===== config.mk =====
export PLATFORM = sky130hd
export DESIGN_NAME = circ_addr_gen
export DESIGN_NICKNAME = d
export VERILOG_FILES = /design/src/rtl/circ_agu_pkg.sv /design/src/rtl/circ_agu_ctx_bank.sv /design/src/rtl/circ_agu_modulo.sv /design/src/rtl/circ_agu_bitrev.sv /design/src/rtl/circ_addr_gen.sv
export SDC_FILE = /design/constraint.sdc
export NUM_CORES = 2
export LEC_CHECK = 0
export ABC_AREA = 0
export BUFFER_PORTS_ARGS = -buffer_cell sky130_fd_sc_hd__buf_2
export CAP_MARGIN = 10
export CORE_MARGIN = 10
export CORE_UTILIZATION = 60
export DETAILED_ROUTE_END_ITERATION = 12
export PLACE_DENSITY = 0.77
export RECOVER_POWER = 50
export REMOVE_ABC_BUFFERS = 1
export SETUP_SLACK_MARGIN = 0.05
export SYNTH_ARGS = -nofsm -noshare
export SYNTH_HDL_FRONTEND = slang
export SYNTH_SLANG_ARGS = --single-unit

===== constraint.sdc =====
create_clock -name clk -period 8.9 [get_ports clk]
set_input_delay 2.67 -clock clk [delete_from_list [all_inputs] [get_ports clk]]
set_output_delay 2.67 -clock clk [all_outputs]
set_load 0.05 [all_outputs]

===== src/rtl/circ_agu_pkg.sv =====
package circ_agu_pkg;

    typedef enum logic [1:0] {
        MODE_POST  = 2'd0,
        MODE_PRE   = 2'd1,
        MODE_BREV  = 2'd2,
        MODE_HOLD  = 2'd3
    } agu_mode_e;

    typedef enum logic [2:0] {
        FLD_INDEX = 3'd0,
        FLD_BASE  = 3'd1,
        FLD_LEN   = 3'd2,
        FLD_MOD   = 3'd3,
        FLD_REVW  = 3'd4
    } agu_fld_e;

    typedef enum logic {
        S_IDLE = 1'b0,
        S_RESP = 1'b1
    } agu_state_e;

endpackage


===== src/rtl/circ_agu_ctx_bank.sv =====
module circ_agu_ctx_bank #(
    parameter int N_CTX = 4,
    parameter int AW    = 32,
    localparam int CW   = $clog2(N_CTX)
) (
    input  logic          clk,
    input  logic          rst_n,
    input  logic          cfg_we,
    input  logic [CW-1:0] cfg_ctx,
    input  logic [2:0]    cfg_fld,
    input  logic [AW-1:0] cfg_data,
    input  logic          upd_en,
    input  logic [CW-1:0] upd_ctx,
    input  logic [AW-1:0] upd_idx,
    input  logic [CW-1:0] rd_ctx,
    output logic [AW-1:0] rd_idx,
    output logic [AW-1:0] rd_base,
    output logic [AW-1:0] rd_len,
    output logic [AW-1:0] rd_mod,
    output logic [AW-1:0] rd_revw
);
    import circ_agu_pkg::*;

    logic [AW-1:0] idx_q  [N_CTX];
    logic [AW-1:0] base_q [N_CTX];
    logic [AW-1:0] len_q  [N_CTX];
    logic [AW-1:0] mod_q  [N_CTX];
    logic [AW-1:0] revw_q [N_CTX];

    for (genvar c = 0; c < N_CTX; c++) begin : g_ctx
        logic wr_here;
        logic up_here;
        assign wr_here = cfg_we && (cfg_ctx == CW'(c));
        assign up_here = upd_en && (upd_ctx == CW'(c));

        always_ff @(posedge clk or negedge rst_n) begin
            if (!rst_n) begin
                idx_q[c]  <= '0;
                base_q[c] <= '0;
                len_q[c]  <= '0;
                mod_q[c]  <= '0;
                revw_q[c] <= '0;
            end else begin
                if (up_here) begin
                    idx_q[c] <= upd_idx;
                end else if (wr_here && cfg_fld == FLD_INDEX) begin
                    idx_q[c] <= cfg_data;
                end
                if (wr_here && cfg_fld == FLD_BASE) base_q[c] <= cfg_data;
                if (wr_here && cfg_fld == FLD_LEN)  len_q[c]  <= cfg_data;
                if (wr_here && cfg_fld == FLD_MOD)  mod_q[c]  <= cfg_data;
                if (wr_here && cfg_fld == FLD_REVW) revw_q[c] <= cfg_data;
            end
        end
    end

    assign rd_idx  = idx_q[rd_ctx];
    assign rd_base = base_q[rd_ctx];
    assign rd_len  = len_q[rd_ctx];
    assign rd_mod  = mod_q[rd_ctx];
    assign rd_revw = revw_q[rd_ctx];

endmodule


===== src/rtl/circ_agu_modulo.sv =====
module circ_agu_modulo #(
    parameter int AW = 32,
    localparam int EW = AW + 2
) (
    input  logic [AW-1:0] idx,
    input  logic [AW-1:0] base,
    input  logic [AW-1:0] len,
    input  logic [AW-1:0] step,
    output logic [AW-1:0] wrapped
);
    logic signed [EW-1:0] sum;
    logic signed [EW-1:0] lo_lim;
    logic signed [EW-1:0] hi_lim;
    logic signed [EW-1:0] len_x;
    logic signed [EW-1:0] fixed;

    always_comb begin
        sum    = $signed({2'b00, idx}) + $signed({{2{step[AW-1]}}, step});
        len_x  = $signed({2'b00, len});
        lo_lim = $signed({2'b00, base});
        hi_lim = lo_lim + len_x;
        fixed  = sum;
        if (len != '0) begin
            if (sum >= hi_lim) begin
                fixed = sum - len_x;
            end else if (sum < lo_lim) begin
                fixed = sum + len_x;
            end
        end
        wrapped = fixed[AW-1:0];
    end

endmodule


===== src/rtl/circ_agu_bitrev.sv =====
module circ_agu_bitrev #(
    parameter int AW = 32
) (
    input  logic [AW-1:0] idx,
    input  logic [AW-1:0] step,
    input  logic [AW-1:0] width,
    output logic [AW-1:0] result
);
    logic [AW-1:0] win_mask;
    logic [AW-1:0] a_rev;
    logic [AW-1:0] b_rev;
    logic [AW-1:0] s_rev;
    logic [AW-1:0] s_fwd;
    logic [AW-1:0] a_win;
    logic [AW-1:0] b_win;
    logic [AW-1:0] shamt;

    always_comb begin
        if (width >= AW) begin
            win_mask = '1;
            shamt    = '0;
        end else begin
            shamt    = AW[AW-1:0] - width;
            win_mask = {AW{1'b1}} >> shamt;
        end
        a_win = idx & win_mask;
        b_win = step & win_mask;
        for (int k = 0; k < AW; k++) begin
            a_rev[AW-1-k] = a_win[k];
            b_rev[AW-1-k] = b_win[k];
        end
        s_rev = a_rev + b_rev;
        for (int k = 0; k < AW; k++) begin
            s_fwd[AW-1-k] = s_rev[k];
        end
        result = (idx & ~win_mask) | (s_fwd & win_mask);
    end

endmodule


===== src/rtl/circ_addr_gen.sv =====
module circ_addr_gen #(
    parameter int N_CTX = 4,
    parameter int AW    = 32,
    localparam int CW   = $clog2(N_CTX)
) (
    input  logic          clk,
    input  logic          rst_n,
    input  logic          cfg_we,
    input  logic [CW-1:0] cfg_ctx,
    input  logic [2:0]    cfg_fld,
    input  logic [AW-1:0] cfg_data,
    input  logic          req_valid,
    input  logic [CW-1:0] req_ctx,
    input  logic [1:0]    req_mode,
    input  logic [1:0]    req_size,
    output logic          resp_valid,
    output logic [AW-1:0] resp_addr,
    output logic [AW-1:0] resp_index
);
    import circ_agu_pkg::*;

    agu_state_e    state_q, state_d;
    logic [AW-1:0] cur_idx, cur_base, cur_len, cur_mod, cur_revw;
    logic [AW-1:0] step;
    logic [AW-1:0] wrap_val;
    logic [AW-1:0] brev_val;
    logic [AW-1:0] addr_d, nidx_d;
    logic          writes_back;
    logic [AW-1:0] addr_q, nidx_q;

    circ_agu_ctx_bank #(.N_CTX(N_CTX), .AW(AW)) u_bank (
        .clk      (clk),
        .rst_n    (rst_n),
        .cfg_we   (cfg_we),
        .cfg_ctx  (cfg_ctx),
        .cfg_fld  (cfg_fld),
        .cfg_data (cfg_data),
        .upd_en   (req_valid && writes_back),
        .upd_ctx  (req_ctx),
        .upd_idx  (nidx_d),
        .rd_ctx   (req_ctx),
        .rd_idx   (cur_idx),
        .rd_base  (cur_base),
        .rd_len   (cur_len),
        .rd_mod   (cur_mod),
        .rd_revw  (cur_revw)
    );

    always_comb begin
        unique case (req_size)
            2'd0:    step = cur_mod;
            2'd1:    step = cur_mod << 1;
            default: step = cur_mod << 2;
        endcase
    end

    circ_agu_modulo #(.AW(AW)) u_mod (
        .idx     (cur_idx),
        .base    (cur_base),
        .len     (cur_len),
        .step    (step),
        .wrapped (wrap_val)
    );

    circ_agu_bitrev #(.AW(AW)) u_brev (
        .idx    (cur_idx),
        .step   (step),
        .width  (cur_revw),
        .result (brev_val)
    );

    always_comb begin
        unique case (agu_mode_e'(req_mode))
            MODE_POST: begin
                addr_d = cur_idx;  nidx_d = wrap_val; writes_back = 1'b1;
            end
            MODE_PRE: begin
                addr_d = wrap_val; nidx_d = wrap_val; writes_back = 1'b1;
            end
            MODE_BREV: begin
                addr_d = cur_idx;  nidx_d = brev_val; writes_back = 1'b1;
            end
            MODE_HOLD: begin
                addr_d = cur_idx;  nidx_d = cur_idx;  writes_back = 1'b0;
            end
        endcase
    end

    always_comb begin
        unique case (state_q)
            S_IDLE: state_d = req_valid ? S_RESP : S_IDLE;
            S_RESP: state_d = req_valid ? S_RESP : S_IDLE;
        endcase
    end

    always_ff @(posedge clk or negedge rst_n) begin
        if (!rst_n) state_q <= S_IDLE;
        else        state_q <= state_d;
    end

    always_ff @(posedge clk or negedge rst_n) begin
        if (!rst_n) begin
            addr_q <= '0;
            nidx_q <= '0;
        end else if (req_valid) begin
            addr_q <= addr_d;
            nidx_q <= nidx_d;
        end
    end

    always_comb begin
        resp_valid = (state_q == S_RESP);
        resp_addr  = addr_q;
        resp_index = nidx_q;
    end

endmodule


==> impl_metrics.ini <==
[status]
outcome = finished with violations
violations = capacitance limit, slew limit

[yosys]
synth_area_per_cell_um2 = 10.83
synth_edf_count = 0
yosysSeqAreaShare = 0.3934
synth_area_leader_cell = dfrtp_1
ys_ff_latch = 705
ys_top_cells_by_area = dfrtp_1 (39%), mux2_2 (16%), mux4_2 (7.7%)
netlist.area_leader.share = 0.3934
syn-instance-count = 4142
syn_area_um2 = 44840
ys_warn_count = 0
ys.flop_type = dfrtp_1
post_synth_num_cell_types = 91
ys_async_sr_fraction = 1.000

[floorplan]
num_rows = 100
dieHeight_um = 293.4
dieArea_um2 = 86070
fp.dieW_um = 293.4
fp.coreArea_um2 = 74320
io_pins = 112
start_util = 0.6034

[worst_setup_path]
path_max_fanout = 7
reg2reg_depth = 31
reg2reg_to = resp_index[8]$_DFFE_PN0P_
cp_data_arrival_time_ps = 9410
cp_slowest_cell = mux4_2
worstSetupPathType = input pin to flop
worst-path-stages = 33
crit_required_ps = 9430
path_delay_family = compound AO/OA/AOI/OAI gates
r2r_slack_ps = 1960
crit_end = resp_index[8]$_DFFE_PN0P_
cp-start-kind = input pin
crit_start = req_ctx[0]
end_kind = flop
critPathBufInv = 7
r2r_start = u_bank.mod_q[32]$_DFFE_PN0P_
max_stage_delay_ps = 570

[global_routing]
grt-ovfl-total = 0
track_usage = 0.3566
grt_pass1_vias = 39710
grt_use_met1 = 0.4586
grt-busiest-layer = met2
grt_pass1_wl_um = 236600
antenna_found_initial = 4
met2_usage = 0.5640
use_met3 = 0.07819
grt_max_degree = 183

[pwr]
vdd_drop_max_mv = 0.4238
power_density_nw_per_um2 = 451.9
leakage_nw = 26.74

[finish]
final_cell_mix = buf_4 (820), dfrtp_1 (705), mux2_2 (624)
multi_input_area_um2 = 26830
layout_commonest_cell = buf_4
fin_nets = 5205
drive_gt1_frac = 0.4340
area_growth_syn_to_layout_pct = 26.02
final_cells = 5960
seqCellArea_um2 = 17640
num-fill-cells = 4729
final_cell_area_um2 = 56510

[timing]
max_freq_ghz = 0.1126
final.min_clock_period_ps = 8880
tightest_slew_ps = 6017
finalHoldViolations = 0
rsz0062_at_grt = yes
skew_ps = 43.63
finalMaxSlewViolations = 233
timing.final.crit_share = 0.9977
slew_headroom = -3.011
finalSetupViolCount = 0

[clock_tree]
hold_buffers = 0
cts_sinks = 705
clock_latency_ps = 660
cts_tree = built
clockBufferDepth = 3
cts_max_level = 3
cts_made_buffers = 78
clk_pin_slew_worst_paths_ps = 60
cts-root-buf = clkbuf_16

[route]
wire_per_inst_um = 26.76
antenna_left = 0
first_pass_iters = 6
drc = 0
vias = 39110
drt_iter0_drc = 4010
via_per_inst = 6.562
totalWireLength_um = 159500

[place]
io_buffers = 111
placed_cells = 5773
postPlaceCellArea_um2 = 52000
place_hpwl_um = 109300
place_congestion = 1.016

[job]
cap_violations = 5

[worst_hold_path]
min_path_type = flop to flop
hold_path.startpoint = resp_addr[17]$_DFFE_PN0P_
logic make-up after synthesis:
| logic type | synth area share |
|---|---|
| AND/OR/NAND/NOR | 0.09392 |
| multiplexers | 0.2593 |
| XOR/XNOR | 0.02305 |
| AO/OA/AOI/OAI | 0.1281 |
| adder cells (fa/ha/maj) | 0.06445 |
| flip-flops | 0.3934 |
| buffers and inverters | 0.03775 |
power by group:
group | internal (mW) | total [mW] | switching, mW | leakage [nW]
sequential | 4.09 | 4.66 | 0.565 | 8.85
combinational | 8.05 | 17.5 | 9.42 | 16.6
clock | 1.99 | 3.41 | 1.42 | 1.32
total | 14.1 | 25.5 | 11.4 | 26.7
sequential cells by signal, indices dropped and copies added, names as in the netlist:
name and cells:
resp_valid 1, resp_addr 32, resp_index 32, u_bank.len_q 128
u_bank.revw_q 128, u_bank.mod_q 128, u_bank.base_q 128, u_bank.idx_q 128
synthesized netlist by cell type (56+ instances only):
| cell type | count |
|---|---|
| nand2_1 | 279 |
| buf_1 | 56 |
| inv_1 | 158 |
| dfrtp_1 | 705 |
| nor3_1 | 56 |
| mux2i_1 | 86 |
| a21oi_1 | 254 |
| nor2_1 | 266 |
| o21ai_0 | 189 |
| mux4_2 | 154 |
| a21o_1 | 80 |
| mux2_2 | 631 |
| clkbuf_1 | 198 |
| ha_1 | 223 |
| xnor2_1 | 81 |
worst min-delay path by stage:
stage / to / slack (ps) / cells after the start
floorplan: u_bank.revw_q[70]$_DFFE_PN0P_ / 470 / 1
global placement: resp_addr[17]$_DFFE_PN0P_ / 460 / 1
detailed placement: resp_addr[17]$_DFFE_PN0P_ / 460 / 1
CTS: resp_addr[17]$_DFFE_PN0P_ / 480 / 1
global route: u_bank.base_q[16]$_DFFE_PN0P_ / 510 / 1
finish: resp_addr[17]$_DFFE_PN0P_ / 470 / 1
final cells by class:
class | count | share of cell area
multi-input combinational | 3006 | 0.4748
sequential | 705 | 0.3122
timing repair buffer | 981 | 0.1335
clock buffer | 106 | 0.03961
tap | 969 | 0.02146
inverter | 158 | 0.01050
clock inverter | 33 | 0.007860
antenna | 2 | 0.00008857
timing repair:
action,4_1_cts,5_1_grt
hold endpoints to repair,0,0
resized for setup,87,256
pin swaps,20,123
gates cloned,2,3
endpoints found under the setup margin,192,190
setup buffers,9,33
layer usage:
layer	wire, um	share of wire
met5	26	0.00016
met4	9383	0.059
met3	16220	0.10
met2	72570	0.46
met1	61270	0.38
through the flow:
step | hold WS (ps) | power [mW] | utilization | setup TNS [ps] | worst slack (ps)
final | 471.3 | 25.53 | 0.7603 | 0 | 20.33
after global routing | 512.2 | 26.77 | 0.7603 | -14790 | -255.6
after CTS | 475.4 | 23.54 | 0.7426 | 0 | 55.92
after detailed placement | 462.6 | 19.69 | 0.6997 | -213430 | -1425
after global placement | 457.8 | 19.39 | 0.6997 | -188020 | -1268
after floorplan | 470.5 | 12.52 | - | -132350 | -1155
(Power assumes the default switching activity.)
